<file path="config.mk">
export PLATFORM = sky130hd
export DESIGN_NAME = pulse_bit_decoder
export DESIGN_NICKNAME = d
export VERILOG_FILES = /design/src/rtl/pbd_pkg.sv /design/src/rtl/pbd_sync.sv /design/src/rtl/pbd_counter.sv /design/src/rtl/pbd_latch.sv /design/src/rtl/pulse_bit_decoder.sv
export SDC_FILE = /design/constraint.sdc
export NUM_CORES = 1
export LEC_CHECK = 0
export ABC_AREA = 0
export BUFFER_PORTS_ARGS = -buffer_cell sky130_fd_sc_hd__buf_2
export CAP_MARGIN = 30
export CORE_UTILIZATION = 50
export CTS_CLUSTER_SIZE = 24
export DETAILED_ROUTE_END_ITERATION = 6
export PLACE_DENSITY = 0.72
export SYNTH_ARGS = -nofsm -noshare
export SYNTH_HDL_FRONTEND = slang
export SYNTH_HIERARCHICAL = 1
export SYNTH_SLANG_ARGS = --single-unit
</file>
<file path="constraint.sdc">
create_clock -name clk -period 4.4 [get_ports clk]
set_clock_uncertainty 0.1 [all_clocks]
set_input_delay 0.44 -clock clk [delete_from_list [all_inputs] [get_ports clk]]
set_output_delay 0.44 -clock clk [all_outputs]
set_load 0.1 [all_outputs]
</file>
<file path="src/rtl/pbd_pkg.sv">
package pbd_pkg;

    typedef enum logic {
        RUN_ACTIVE  = 1'b0,
        RUN_STOPPED = 1'b1
    } run_mode_t;

    // Synchronized line view handed from the synchronizer to the counter.
    typedef struct packed {
        logic level;
        logic rise;
    } line_evt_t;

    // Compare-match strobe plus the line level at that instant.
    typedef struct packed {
        logic strobe;
        logic level;
    } sample_t;

    localparam int unsigned SYNC_STAGES_DEF = 2;

    function automatic logic edge_up(input logic now_lvl, input logic old_lvl);
        return now_lvl & ~old_lvl;
    endfunction

    function automatic run_mode_t mode_from_bit(input logic stop_bit);
        return stop_bit ? RUN_STOPPED : RUN_ACTIVE;
    endfunction

endpackage

</file>
<file path="src/rtl/pbd_sync.sv">
module pbd_sync
    import pbd_pkg::*;
#(
    parameter int unsigned STAGES = SYNC_STAGES_DEF
) (
    input  logic      clk,
    input  logic      rst,
    input  logic      pwm_in,
    output line_evt_t evt
);
    logic [STAGES-1:0] chain;
    logic              last_lvl;

    always_ff @(posedge clk) begin
        if (rst) begin
            chain    <= '0;
            last_lvl <= 1'b0;
        end else begin
            chain    <= {chain[STAGES-2:0], pwm_in};
            last_lvl <= chain[STAGES-1];
        end
    end

    always_comb begin
        evt.level = chain[STAGES-1];
        evt.rise  = edge_up(chain[STAGES-1], last_lvl);
    end

endmodule

</file>
<file path="src/rtl/pbd_counter.sv">
module pbd_counter
    import pbd_pkg::*;
#(
    parameter int unsigned CNT_W   = 8,
    parameter int unsigned THR_RST = 0
) (
    input  logic             clk,
    input  logic             rst,
    input  run_mode_t        mode,
    input  line_evt_t        evt,
    input  logic             thr_we,
    input  logic [CNT_W-1:0] thr_wdata,
    output sample_t          smp
);
    localparam logic [CNT_W-1:0] CNT_MAX  = '1;
    localparam logic [CNT_W-1:0] THR_INIT = CNT_W'(THR_RST);

    logic [CNT_W-1:0] thr_reg;
    logic [CNT_W-1:0] thr_act;
    logic [CNT_W-1:0] cnt;
    logic             armed;
    logic             running;
    logic             hit;

    assign running = (mode == RUN_ACTIVE);
    assign hit     = running & armed & ~evt.rise & (cnt == thr_act);

    // Programmer-visible threshold, writable at any time.
    always_ff @(posedge clk) begin
        if (rst) begin
            thr_reg <= THR_INIT;
        end else if (thr_we) begin
            thr_reg <= thr_wdata;
        end
    end

    // Period counter; an edge restarts it and loads the active threshold.
    always_ff @(posedge clk) begin
        if (rst) begin
            cnt     <= '0;
            armed   <= 1'b0;
            thr_act <= THR_INIT;
        end else if (!running) begin
            cnt     <= '0;
            armed   <= 1'b0;
        end else if (evt.rise) begin
            cnt     <= '0;
            armed   <= 1'b1;
            thr_act <= thr_reg;
        end else begin
            if (cnt != CNT_MAX) begin
                cnt <= cnt + 1'b1;
            end
            if (hit) begin
                armed <= 1'b0;
            end
        end
    end

    always_comb begin
        smp.strobe = hit;
        smp.level  = evt.level;
    end

    AST_CNT_SATURATES: assert property (@(posedge clk) disable iff (rst)
        (running && !evt.rise && cnt == CNT_MAX) |=> (cnt == CNT_MAX));

    AST_THR_ONLY_ON_EDGE: assert property (@(posedge clk) disable iff (rst)
        !(running && evt.rise) |=> $stable(thr_act));

endmodule

</file>
<file path="src/rtl/pbd_latch.sv">
module pbd_latch
    import pbd_pkg::*;
(
    input  logic      clk,
    input  logic      rst,
    input  run_mode_t mode,
    input  sample_t   smp,
    output logic      bit_out,
    output logic      bit_valid
);
    always_ff @(posedge clk) begin
        if (rst) begin
            bit_out   <= 1'b0;
            bit_valid <= 1'b0;
        end else begin
            bit_valid <= smp.strobe;
            if (smp.strobe) begin
                bit_out <= smp.level;
            end
        end
    end

    AST_BIT_HOLDS: assert property (@(posedge clk) disable iff (rst)
        !bit_valid |-> $stable(bit_out));

    AST_VALID_SINGLE: assert property (@(posedge clk) disable iff (rst)
        bit_valid |=> !bit_valid);

    AST_STOP_SILENT: assert property (@(posedge clk) disable iff (rst)
        (mode == RUN_STOPPED) |=> !bit_valid);

endmodule

</file>
<file path="src/rtl/pulse_bit_decoder.sv">
module pulse_bit_decoder
    import pbd_pkg::*;
#(
    parameter int unsigned CNT_W       = 8,
    parameter int unsigned THR_RST     = 0,
    parameter int unsigned SYNC_STAGES = SYNC_STAGES_DEF
) (
    input  logic             clk,
    input  logic             rst,
    input  logic             pwm_in,
    input  logic             thr_we,
    input  logic [CNT_W-1:0] thr_wdata,
    input  logic             stop_we,
    input  logic             stop_wdata,
    output logic             bit_out,
    output logic             bit_valid
);
    run_mode_t mode;
    line_evt_t evt;
    sample_t   smp;

    always_ff @(posedge clk) begin
        if (rst) begin
            mode <= RUN_STOPPED;
        end else if (stop_we) begin
            mode <= mode_from_bit(stop_wdata);
        end
    end

    pbd_sync #(
        .STAGES (SYNC_STAGES)
    ) u_sync (
        .clk    (clk),
        .rst    (rst),
        .pwm_in (pwm_in),
        .evt    (evt)
    );

    pbd_counter #(
        .CNT_W   (CNT_W),
        .THR_RST (THR_RST)
    ) u_counter (
        .clk       (clk),
        .rst       (rst),
        .mode      (mode),
        .evt       (evt),
        .thr_we    (thr_we),
        .thr_wdata (thr_wdata),
        .smp       (smp)
    );

    pbd_latch u_latch (
        .clk       (clk),
        .rst       (rst),
        .mode      (mode),
        .smp       (smp),
        .bit_out   (bit_out),
        .bit_valid (bit_valid)
    );

    AST_EDGE_BEATS_MATCH: assert property (@(posedge clk) disable iff (rst)
        (evt.rise && mode == RUN_ACTIVE) |=> !bit_valid);

endmodule

</file>
* Word-level counts from Yosys, hierarchy flattened
Index checks and enable logic that the tools add are counted.
** Storage, ports and cells
- RAM bits :: 0
- Bits in registers :: 31
- Memories :: 0
- Output and inout port bits :: 2
- Latch bits :: 0
- Input port bits :: 14
- Memory bits (read-only) :: 0
** Operators by class
- $add $sub $neg :: 1
- Equality and inequality tests :: 2
- $mul :: 0
- Shift operators :: 0
- Bitwise operators :: 7
- Reductions and logical operators :: 4
- Multiplexer cells :: 3
- $lt $le $gt $ge :: 0
- Div/mod/pow operators :: 0
** Operators by type and width (number)
- 8-bit by 1-bit adder with 8-bit output (second input constant) :: 1
- 8-bit == test :: 1
- 8-bit != test (second input constant) :: 1
- 1-bit AND :: 4
- 1-bit two-way mux :: 3
- 1-bit inverter :: 3
- 3-bit OR reduction :: 1
- 2-bit AND reduction :: 1
- 2-bit nonzero test :: 1
- 2-bit OR reduction :: 1

* Depth between registers and ports, before layout
Gate-level depths: netlist of the first run.
- Depth after elaboration :: 7
- Depth in mapped cells :: 7
- Mapped depth without buffers :: 6

* Cells and area by module
The synthesis of the first run kept the hierarchy.
** Modules (own cells, without submodules)
- pbd_counter :: times used 1, cells an instance 119, area an instance 1123.6 um2
- pbd_sync :: times used 1, cells an instance 8, area an instance 95.1 um2
- pbd_latch :: times used 1, cells an instance 5, area an instance 60.1 um2
- pulse_bit_decoder :: times used 1, cells an instance 3, area an instance 35.0 um2

* Worst setup path before layout of the first run
No wires, ideal clock.
- Path type :: flip-flop to flip-flop
- Start point :: register u_counter.cnt[7]
- End point :: register u_latch.bit_out
- Period minus slack after synthesis :: 1.478 ns
- Data arrival time :: 1.260 ns
- Setup slack :: 2.922 ns
- Required time :: 4.182 ns
- Path buffers :: 2
- Library setup time :: 0.118 ns
- Cell stages (with the launch flop) :: 8
- Path through :: dfxtp_1 > clkbuf_1 > xnor2_1 > nand4_1 > nor3_1 > buf_4 > mux2i_1 > nor2_1
** Between the ends
- Cells in the longest elaborated chain, start to end :: 2
** RTL lines
- start, declared :: RTL line pbd_counter.sv:20 : logic [CNT_W-1:0] cnt;
- start signal, assigned :: RTL line pbd_counter.sv:52 : cnt <= cnt + 1'b1;
- 8-bit == test :: RTL line pbd_counter.sv:26 : assign hit = running & armed & ~evt.rise & (cnt == thr_act);
- 1-bit AND :: RTL line pbd_counter.sv:26
- named net u_counter.hit :: RTL line pbd_counter.sv:23 : logic hit;
- end signal, assigned :: RTL line pbd_latch.sv:18 : bit_out <= smp.level;
- end, declared :: RTL line pbd_latch.sv:8 : output logic bit_out,
The timed path passes the listed nets, and every way through them passes these cells.
A chain may end at the register's enable or synchronous reset.

==> run metrics, run 1 <==
Distinct cells, synth=29; Net Sw Power=approximately 0.11 mW; die height=53.3 um; DP HPWL=1580 um; Fin Setup TNS=0 ns; Hold Fails Final Rpt=0; max cap viols=0; Setup Buffers After CTS=0; WS Path Type=flip-flop to flip-flop; Tcrit/Tclk final=0.419; fmax=0.543 GHz; CP max stage delay=0.72 ns; top-area cell type share of the netlist area=0.472; first-pass GRT wire length=3790 um; startpoint types=flip-flop; TritonRoute pass-1 iters=4; # clock sinks=31; Ys Warns=6; Mapped Area=~1300 um^2; CP Cell Sequence=nor2b_2 > nor2b_1 > mux2i_1 > nor2_1; Post-CTS Resized=0; layout cells sized above 1=0.172; Starting Density=0.530; clock root buffer=clkbuf_4; met2 routed wirelength=1030 um; EDFF count, synth=0; post-route ant nets=0; number of buffers and inverters on the critical path=0; cell area power density=380 nW/um^2; cts bufs inserted=5; Int Pwr=0.435 mW; placed cell area=1340 um^2; hold_ws=0.218 ns; slew margin rel.=0.424; initial antenna violation count=0; Ports=16; Synth area leaders=dfxtp_1 (47%), mux2i_1 (13%), nor2_1 (5.7%); DRC viols=0; Tot GR Track Use=0.191; Routability Congestion=around 0.76; post-layout min period=around 1.8 ns; dpl cells=167; Final Net Count=159; PortBufs=15; Mapped Cells=about 140; status=finished, final reports clean; Top FF cell, synth=dfxtp_1; area delta synth->final=8.86%; Synth top cells by count=dfxtp_1 (31), nor2_1 (20), mux2i_1 (17), xnor2_1 (8), nor3_1 (7); total power draw=0.543 mW; Finished Cell Area=1430 um^2; power share of the combinational group=0.047; top cell family by delay on the critical path=simple AND/OR/NAND/NOR gates; leakage=0.563 nW; worst min path class=input pin to flip-flop; met1 wire length=1120 um; Critical Path RT=~4.5 ns; vias in the first global route=between 800 and 900; diode count=0; Final Non-Filler Cells=roughly 180; endpoints failing setup=0; flop and latch count out of synthesis=31; Pins Over Slew Limit=0; Slew @ Worst Pin=about 0.86 ns; DR WL/cell=approximately 13 um; row count=18; gr ovfl total=0; CTS H-Tree Depth=2; Arr. time, crit path=approximately 1.9 ns; core area=2480 um^2; CTS tree=done; Max VDD drop=0.000269 V; Vias/cell=5.34; top-count cell post-synth=dfxtp_1; sequential share of power=0.538; hold buffer count at cts=0; largest net degree at the start of global routing=25; die area=2840 um^2; DR WL met3=90 um; Sw Share=0.199; Clock Power Share=0.414; Yosys top cell by area=dfxtp_1; DR vias=934; crit-path max FO=8; fraction of registers with async set/reset=0; Setup crit end kind=flip-flop; Mean Syn Cell Area=9.73 um^2; DR iter-0 viols=26; sequential share of the synthesized area=0.472; Die X=~53 um; CP max stage cell=nor2b_1; DR top layer=met4; Worst-Skew Late Latency=0.32 ns; clock-pin slew on the worst setup and hold paths=roughly 0.10 ns; CTS Buffer Depth=2; Syn Nets=150; RSZ-0062 raised after global routing=false; total wire length=2250 um
[routing by layer]
layer	track usage	vias up
met1	0.243	431
li1	-	482
met2	0.283	19
met4	0.0746	0
met3	0.0747	2
met5	0	-
[cells in the final DEF, fill, tap and decap left out]
cell       netlist  layout
o21bai_1         1       1
buf_2            6      15
dfxtp_1         31      31
bufinv_16        0       1
a21oi_1          4       4
nand2_1          2       2
clkinv_2         0       1
clkbuf_8         0       1
xnor2_1          8       8
a21boi_0         1       1
a31oi_2          1       1
o31a_1           1       1
nand3_1          4       4
nor2b_1          6       6
a211o_1          1       1
a311oi_1         1       1
clkbuf_4         0       5
o21ai_0          1       1
or3_1            1       1
nor2b_2          1       1
nor3_1           7       7
nor2_1          20      20
ha_1             1       1
nand4_1          3       3
a211oi_1         1       1
nor3b_1          1       1
and4_1           2       2
and3_1           3       3
a31oi_1          3       3
mux2i_1         17      17
[per-stage QoR]
stage	setup WS, ns	util
3_5_place_dp	2.59	0.542
4_1_cts	2.55	0.577
6_report	2.56	0.577
2_1_floorplan	2.92	-
5_1_grt	2.41	0.577
3_3_place_gp	2.69	0.542
[power by group through the flow]
stage	logic, mW	clock network [mW]	registers (mW)
finish	0.0258	0.225	0.292
global route	0.0290	0.245	0.293
CTS	0.0260	0.230	0.292
detailed placement	0.0259	0	0.299
global placement	0.0248	0	0.298
floorplan	0.0203	0	0.297
[worst paths after layout]
check / start / endpoint / slack [ns] / depth (start not counted)
worst max-delay path: u_sync/chain[1]$_SDFF_PP0_ / u_counter/thr_act[3]$_SDFFE_PP0P_ / 2.56 / 4
worst min-delay path: stop_wdata / mode$_SDFFE_PP1P_ / 0.22 / 2
worst max register to register: u_sync/chain[1]$_SDFF_PP0_ / u_counter/thr_act[3]$_SDFFE_PP0P_ / 2.56 / 4
worst min register to register: u_sync/chain[0]$_SDFF_PP0_ / u_sync/chain[1]$_SDFF_PP0_ / 0.36 / 1
[kinds of logic (layout without fill, tap and decap cells)]
group           after synthesis  after routing  share of synthesized area
buf+inv                      13             23                     0.0629
mux                          17             17                      0.130
compound gates               15             15                     0.0800
simple gates                 50             50                      0.192
xor+xnor                      8              8                     0.0533
fa+ha+maj                     1              1                    0.00952
flops                        31             31                      0.472
[layout make-up]
| cell class | count | area, um^2 |
|---|---|---|
| clock buffers | 6 | 51.3 |
| clock inverters | 2 | 35.0 |
| fillers | 233 | 1050 |
| multi-input cells | 91 | 611 |
| flip-flops and latches | 31 | 621 |
| well taps | 30 | 37.5 |
| repair buffers | 15 | 75.1 |
Note: power is estimated with default switching activity, not from simulation.
==> run 2: changes to the inputs <==
==> constraint.sdc (replaced) <==
create_clock -name clk -period 1.8 [get_ports clk]
set_clock_uncertainty 0.1 [all_clocks]
set_input_delay 0.18 -clock clk [delete_from_list [all_inputs] [get_ports clk]]
set_output_delay 0.18 -clock clk [all_outputs]
set_load 0.1 [all_outputs]
==> run 2 against run 1 <==
  * Global-route usage is 0.59 points higher
  * Combinational power grew to 3.2 times the previous value
  * Routed wire length grew 4.0%
  * Sequential share of layout area is 2.5 points lower
  * Non-clock buffer count grew 13
  * Utilization grew 3.5 points
  * Sequential power is 140% higher
  * Hold slack got worse by 0.17 ns
  * Sequential cell count is the same
  * Via count grew 9.2%
  * Die area did not move
==> run metrics, run 2 (same netlist as run 1, synthesis figures left out) <==
DR iter-0 viols=31 (+19%); Arr. time, crit path=1.71 ns (-0.23 ns); PortBufs=15 (unchanged); Hold Crit Start=thr_wdata[7]; Final Net Count=172 (+8.2%); Hold Fails Final Rpt=0 (unchanged); DP Worst Slack=0.246 ns (-2.34 ns); clock root buffer=clkbuf_4; post-route ant nets=0 (unchanged); area delta synth->final=15.4%; CTS H-Tree Depth=2 (unchanged); Vias/cell=5.43 (+1.7%); DR WL/cell=12.5 um (-3.2%); cell area power density=775 nW/um^2 (+100%); post-route setup slack=0.219 ns (-2.34 ns); endpoints failing setup=0 (unchanged); crit-path max FO=9 (+1); largest net degree at the start of global routing=24 (-4.0%); vias in the first global route=866 (+2.0%); Worst-Skew Late Latency=0.33 ns (about the same); Pins Over Slew Limit=0 (unchanged); diode count=0 (unchanged); Tcrit/Tclk final=0.879 (+0.460); Ports=16 (unchanged); CTS tree=done; fmax=0.632 GHz (+17%); Final Non-Filler Cells=188 (+7.4%); Max VDD drop=0.000774 V (+190%); cts bufs inserted=5 (unchanged); Setup crit end kind=flip-flop; layout cells sized above 1=0.165 (-0.00786); Tot GR Track Use=0.196 (+0.00586); most common cell after layout, fill and taps aside=dfxtp_1; start point of the critical path=u_counter/cnt[2]$_SDFFE_PP0P_; r2r startpoint=u_counter/cnt[2]$_SDFFE_PP0P_; TritonRoute pass-1 iters=4 (unchanged); commonest cells after routing, fill and taps aside=dfxtp_1 (31), nor2_1 (20), mux2i_1 (17); CP max stage delay=0.50 ns (-0.22 ns); core area=2480 um^2 (unchanged); Post-CTS Resized=0 (unchanged); initial antenna violation count=0 (unchanged); gr ovfl total=0 (unchanged); clock-pin slew on the worst setup and hold paths=0.10 ns (about the same); # clock sinks=31 (unchanged); startpoint types=flip-flop; leakage=0.600 nW (+6.6%); first-pass GRT wire length=3790 um (unchanged); WS Path Type=flip-flop to flip-flop; DR vias=1020 (+9.2%); DRC viols=0 (unchanged); row count=18 (unchanged); total wire length=2340 um (+4.0%); CP Cell Sequence=xnor2_1 > nand4_1 > nor3_1 > mux2i_1 > nor2_1; post-layout min period=1.58 ns (-0.261 ns); CTS Buffer Depth=2 (unchanged); die height=53.3 um (unchanged); Routability Congestion=0.828 (+9.5%); dpl cells=170 (+1.8%); status=finished, final reports clean; CP max stage cell=dfxtp_1; RSZ-0062 raised after global routing=false; Starting Density=0.530 (unchanged); Fin Setup TNS=0 ns (unchanged); Die X=53.3 um (unchanged); placed cell area=1370 um^2 (+1.7%); DP HPWL=1540 um (-2.2%); worst min path class=input pin to flip-flop; max cap viols=0 (unchanged); total power draw=1.17 mW (+120%); Finished Cell Area=1520 um^2 (+6.0%); slew margin rel.=0.680 (+0.256); Slew @ Worst Pin=0.484 ns (-0.379 ns); Critical Path RT=1.93 ns (-2.56 ns); die area=2840 um^2 (unchanged)
[run 2: cell count changes in the layout (fill, tap and decap cells not counted), sizes merged]
| cell | previous run | this run |
|---|---|---|
| dlygate4sd3 | 0 | 10 |
| buf | 15 | 18 |
| bufinv | 1 | 0 |
| clkbuf | 6 | 7 |
[run 2: power by group]
group          switching, mW  internal (mW)
clock network          0.226          0.152
registers             0.0113          0.703
logic                 0.0345         0.0483
total                  0.271          0.903
[run 2: routing by layer]
layer	GRT usage	vias to the layer above	share of wire
met2	0.281	26	0.47
met5	0	-	0
met4	0.0921	0	0.0081
met1	0.243	481	0.47
li1	-	511	-
met3	0.0948	2	0.047
[run 2: area by class of cell]
| type | count | area (um^2) |
|---|---|---|
| clock buffer | 7 | 45.0 |
| fill | 225 | 961 |
| clock inverter | 1 | 5.00 |
| sequential | 31 | 621 |
| timing repair buffer | 28 | 198 |
| tap | 30 | 37.5 |
| multi-input combinational | 91 | 611 |
[run 2: worst max-delay path: cells and delay by family (launching register included)]
family | cells | cell delay (ns)
flops | 1 | 0.50
simple gates | 3 | 0.48
mux | 1 | 0.23
xor+xnor | 1 | 0.16
[run 2: repair_timing]
action / 4_1_cts / 5_1_grt
hold endpoints to repair: 9 / 0
setup buffers: 0 / 0
hold buffers: 10 / 0
[run 2: path summary, 6_finish.rpt]
kind                                             to  slack (ns)  cells past startpoint
setup / recovery       u_latch/bit_out$_SDFFE_PP0P_        0.22                      5
hold / removal    u_counter/thr_reg[7]$_SDFFE_PP0P_        0.05                      3
setup reg to reg       u_latch/bit_out$_SDFFE_PP0P_        0.22                      5
hold reg to reg          u_sync/chain[1]$_SDFF_PP0_        0.35                      1
[run 2: per-stage QoR]
| step | utilization | hold WS, ns |
|---|---|---|
| 2_1_floorplan | - | 0.152 |
| 3_3_place_gp | 0.552 | 0.281 |
| 3_5_place_dp | 0.552 | 0.287 |
| 4_1_cts | 0.612 | 0.0148 |
| 5_1_grt | 0.612 | 0.0249 |
| 6_report | 0.612 | 0.0459 |
==> run 3: changes to the inputs <==
--- a/config.mk
+++ b/config.mk
@@ -8,11 +8,12 @@
 export ABC_AREA = 0
 export BUFFER_PORTS_ARGS = -buffer_cell sky130_fd_sc_hd__buf_2
 export CAP_MARGIN = 30
+export CORE_MARGIN = 2
 export CORE_UTILIZATION = 50
+export CTS_BUF_LIST = sky130_fd_sc_hd__clkbuf_16
 export CTS_CLUSTER_SIZE = 24
 export DETAILED_ROUTE_END_ITERATION = 6
 export PLACE_DENSITY = 0.72
 export SYNTH_ARGS = -nofsm -noshare
 export SYNTH_HDL_FRONTEND = slang
-export SYNTH_HIERARCHICAL = 1
 export SYNTH_SLANG_ARGS = --single-unit
==> run 3 against run 2 <==
  * Die area up 4.6%
  * Register-to-register slack worse by 0.06 ns
  * Total power up 32%
  * Non-clock buffer count down 11
  * Global-route usage up 0.25 points
  * Via count down 5.0%
  * Largest cell class unchanged
==> run metrics, run 3 <==
top-count cell post-synth=dfxtp_1; commonest cells after routing, fill and taps aside=dfxtp_1 (31), buf_2 (15), nor2_1 (14); vias in the first global route=934 (+7.9%); Mapped Cells=139 (+3.0%); PortBufs=15 (unchanged); Routability Congestion=0.884 (+6.8%); fraction of registers with async set/reset=0 (unchanged); RSZ-0062 raised after global routing=false; total power draw=1.55 mW (+32%); max cap viols=0 (unchanged); clock-pin slew on the worst setup and hold paths=0.05 ns (-0.05 ns); gr ovfl total=0 (unchanged); Yosys top cell by area=dfxtp_1; DRC viols=0 (unchanged); diode count=0 (unchanged); Mapped Area=1270 um^2 (-3.0%); total wire length=2290 um (-2.3%); Die X=54.5 um (+2.3%); Tot GR Track Use=0.199 (+0.00245); status=finished, final reports clean; top-area cell type share of the netlist area=0.487 (+0.0148); Ports=16 (unchanged); initial antenna violation count=0 (unchanged); most common cell after layout, fill and taps aside=dfxtp_1; hold_ws=0.0109 ns (-0.0350 ns); fmax=0.610 GHz (-3.5%); Critical Path RT=1.86 ns (-0.07 ns); Tcrit/Tclk final=0.911 (+0.0323); Final Net Count=171 (-0.58%); post-layout min period=1.64 ns (+0.0581 ns); area delta synth->final=18.2%; hold buffer count at cts=0 (-10); DR WL/cell=12.3 um (-1.2%); DR vias=969 (-5.0%); startpoint types=flip-flop; DR iter-0 viols=13 (-58%); Slew @ Worst Pin=0.484 ns (+0.000537 ns); Ys Warns=0 (-6); CTS H-Tree Depth=2 (unchanged); Post-CTS Resized=0 (unchanged); CTS tree=done; Distinct cells, synth=34 (+17%); layout cells sized above 1=0.173 (+0.00852); # clock sinks=31 (unchanged); Final Non-Filler Cells=186 (-1.1%); Fin Setup TNS=0 ns (unchanged); first-pass GRT wire length=3970 um (+4.7%); leakage=0.598 nW (-0.37%); DP HPWL=1680 um (+8.9%); TritonRoute pass-1 iters=4 (unchanged); Hold Fails Final Rpt=0 (unchanged); slew margin rel.=0.679 (about the same); WS Path Type=flip-flop to flip-flop; die area=2970 um^2 (+4.6%); Top FF cell, synth=dfxtp_1; Vias/cell=5.21 (-4.0%); worst min path class=input pin to flip-flop; Setup crit end kind=flip-flop; sequential share of the synthesized area=0.487 (+0.0148); Pins Over Slew Limit=0 (unchanged); endpoints failing setup=0 (unchanged); Mean Syn Cell Area=9.16 um^2 (-5.8%); CTS Buffer Depth=2 (unchanged); Setup Buffers After CTS=0 (unchanged); clock root buffer=clkbuf_16; core area=2450 um^2 (-0.91%); Arr. time, crit path=1.70 ns (about the same); die height=54.5 um (+2.3%); Max VDD drop=0.00100 V (+29%); Syn Nets=154 (+2.7%); Worst-Skew Late Latency=0.27 ns (-0.06 ns); post-route ant nets=0 (unchanged); Synth area leaders=dfxtp_1 (49%), mux2i_1 (7.1%), xnor2_1 (6.2%); Synth top cells by count=dfxtp_1 (31), nor2_1 (14), nand2_1 (13); cts bufs inserted=5 (unchanged); largest net degree at the start of global routing=25 (+4.2%); EDFF count, synth=0 (unchanged); dpl cells=179 (+5.3%); cell area power density=1030 nW/um^2 (+33%); flop and latch count out of synthesis=31 (unchanged); Starting Density=0.519 (-0.0114); row count=18 (unchanged); crit-path max FO=5 (-4)
[run 3: cell count changes after synthesis, moves of 6 or more]
| cell | delta |
|---|---|
| o21ai_1 | +9 |
| nand2_1 | +11 |
| nor2_1 | -6 |
| mux2i_1 | -8 |
| nor3_1 | -6 |
[run 3: layer usage]
layer	wire length, um	vias up	part of all wire	global-route usage
met5	0	-	0	0
met4	61	0	0.027	0.117
met1	1060	429	0.46	0.242
met3	76	4	0.033	0.0820
met2	1090	18	0.48	0.293
li1	-	518	-	-
[run 3: through the flow]
stage / setup slack [ns] / utilization / cell area [um^2]
3_5_place_dp: 0.165 / 0.559 / 1370
2_1_floorplan: 0.270 / - / 1270
5_1_grt: 0.0345 / 0.613 / 1510
4_1_cts: 0.153 / 0.613 / 1510
3_3_place_gp: 0.219 / 0.559 / 1370
6_report: 0.160 / 0.613 / 1510
[run 3: final cells by class]
type | count | area, um^2
Clock buffer | 5 | 125
Clock inverter | 2 | 8.76
Fill cell | 200 | 950
Inverter | 1 | 3.75
Multi-Input combinational cell | 100 | 619
Sequential cell | 31 | 621
Tap cell | 30 | 37.5
Timing Repair Buffer | 17 | 90.1
[run 3: cell families (layout without fill, tap and decap cells)]
group,count (synthesis),in the layout,synth area share
multiplexers,10,10,0.0796
XOR/XNOR,10,10,0.0688
buffers and inverters,8,25,0.0265
AO/OA/AOI/OAI,29,29,0.132
AND/OR/NAND/NOR,50,50,0.196
adder cells (fa/ha/maj),1,1,0.00982
flip-flops,31,31,0.487
[run 3: worst paths after layout]
kind | from | end | slack (ns) | cells past startpoint
min | stop_wdata | mode$_SDFFE_PP1P_ | 0.01 | 2
max | u_counter.cnt[0]$_SDFFE_PP0P_ | u_counter.cnt[0]$_SDFFE_PP0P_ | 0.16 | 5
min reg2reg | u_sync.chain[0]$_SDFF_PP0_ | u_sync.chain[1]$_SDFF_PP0_ | 0.34 | 1
max reg2reg | u_counter.cnt[0]$_SDFFE_PP0P_ | u_counter.cnt[0]$_SDFFE_PP0P_ | 0.16 | 5
[run 3: power by group]
group,total (mW),switching [mW],internal [mW]
combinational,0.0722,0.0380,0.0343
sequential,0.717,0.0113,0.706
clock,0.763,0.268,0.495
[run 3: worst max-delay path, stage by stage, from the launching register on]
cell	delay, ns
dfxtp_1	0.42
ha_1	0.26
nand4_1	0.17
or2_1	0.34
xnor2_1	0.18
nor2_1	0.05
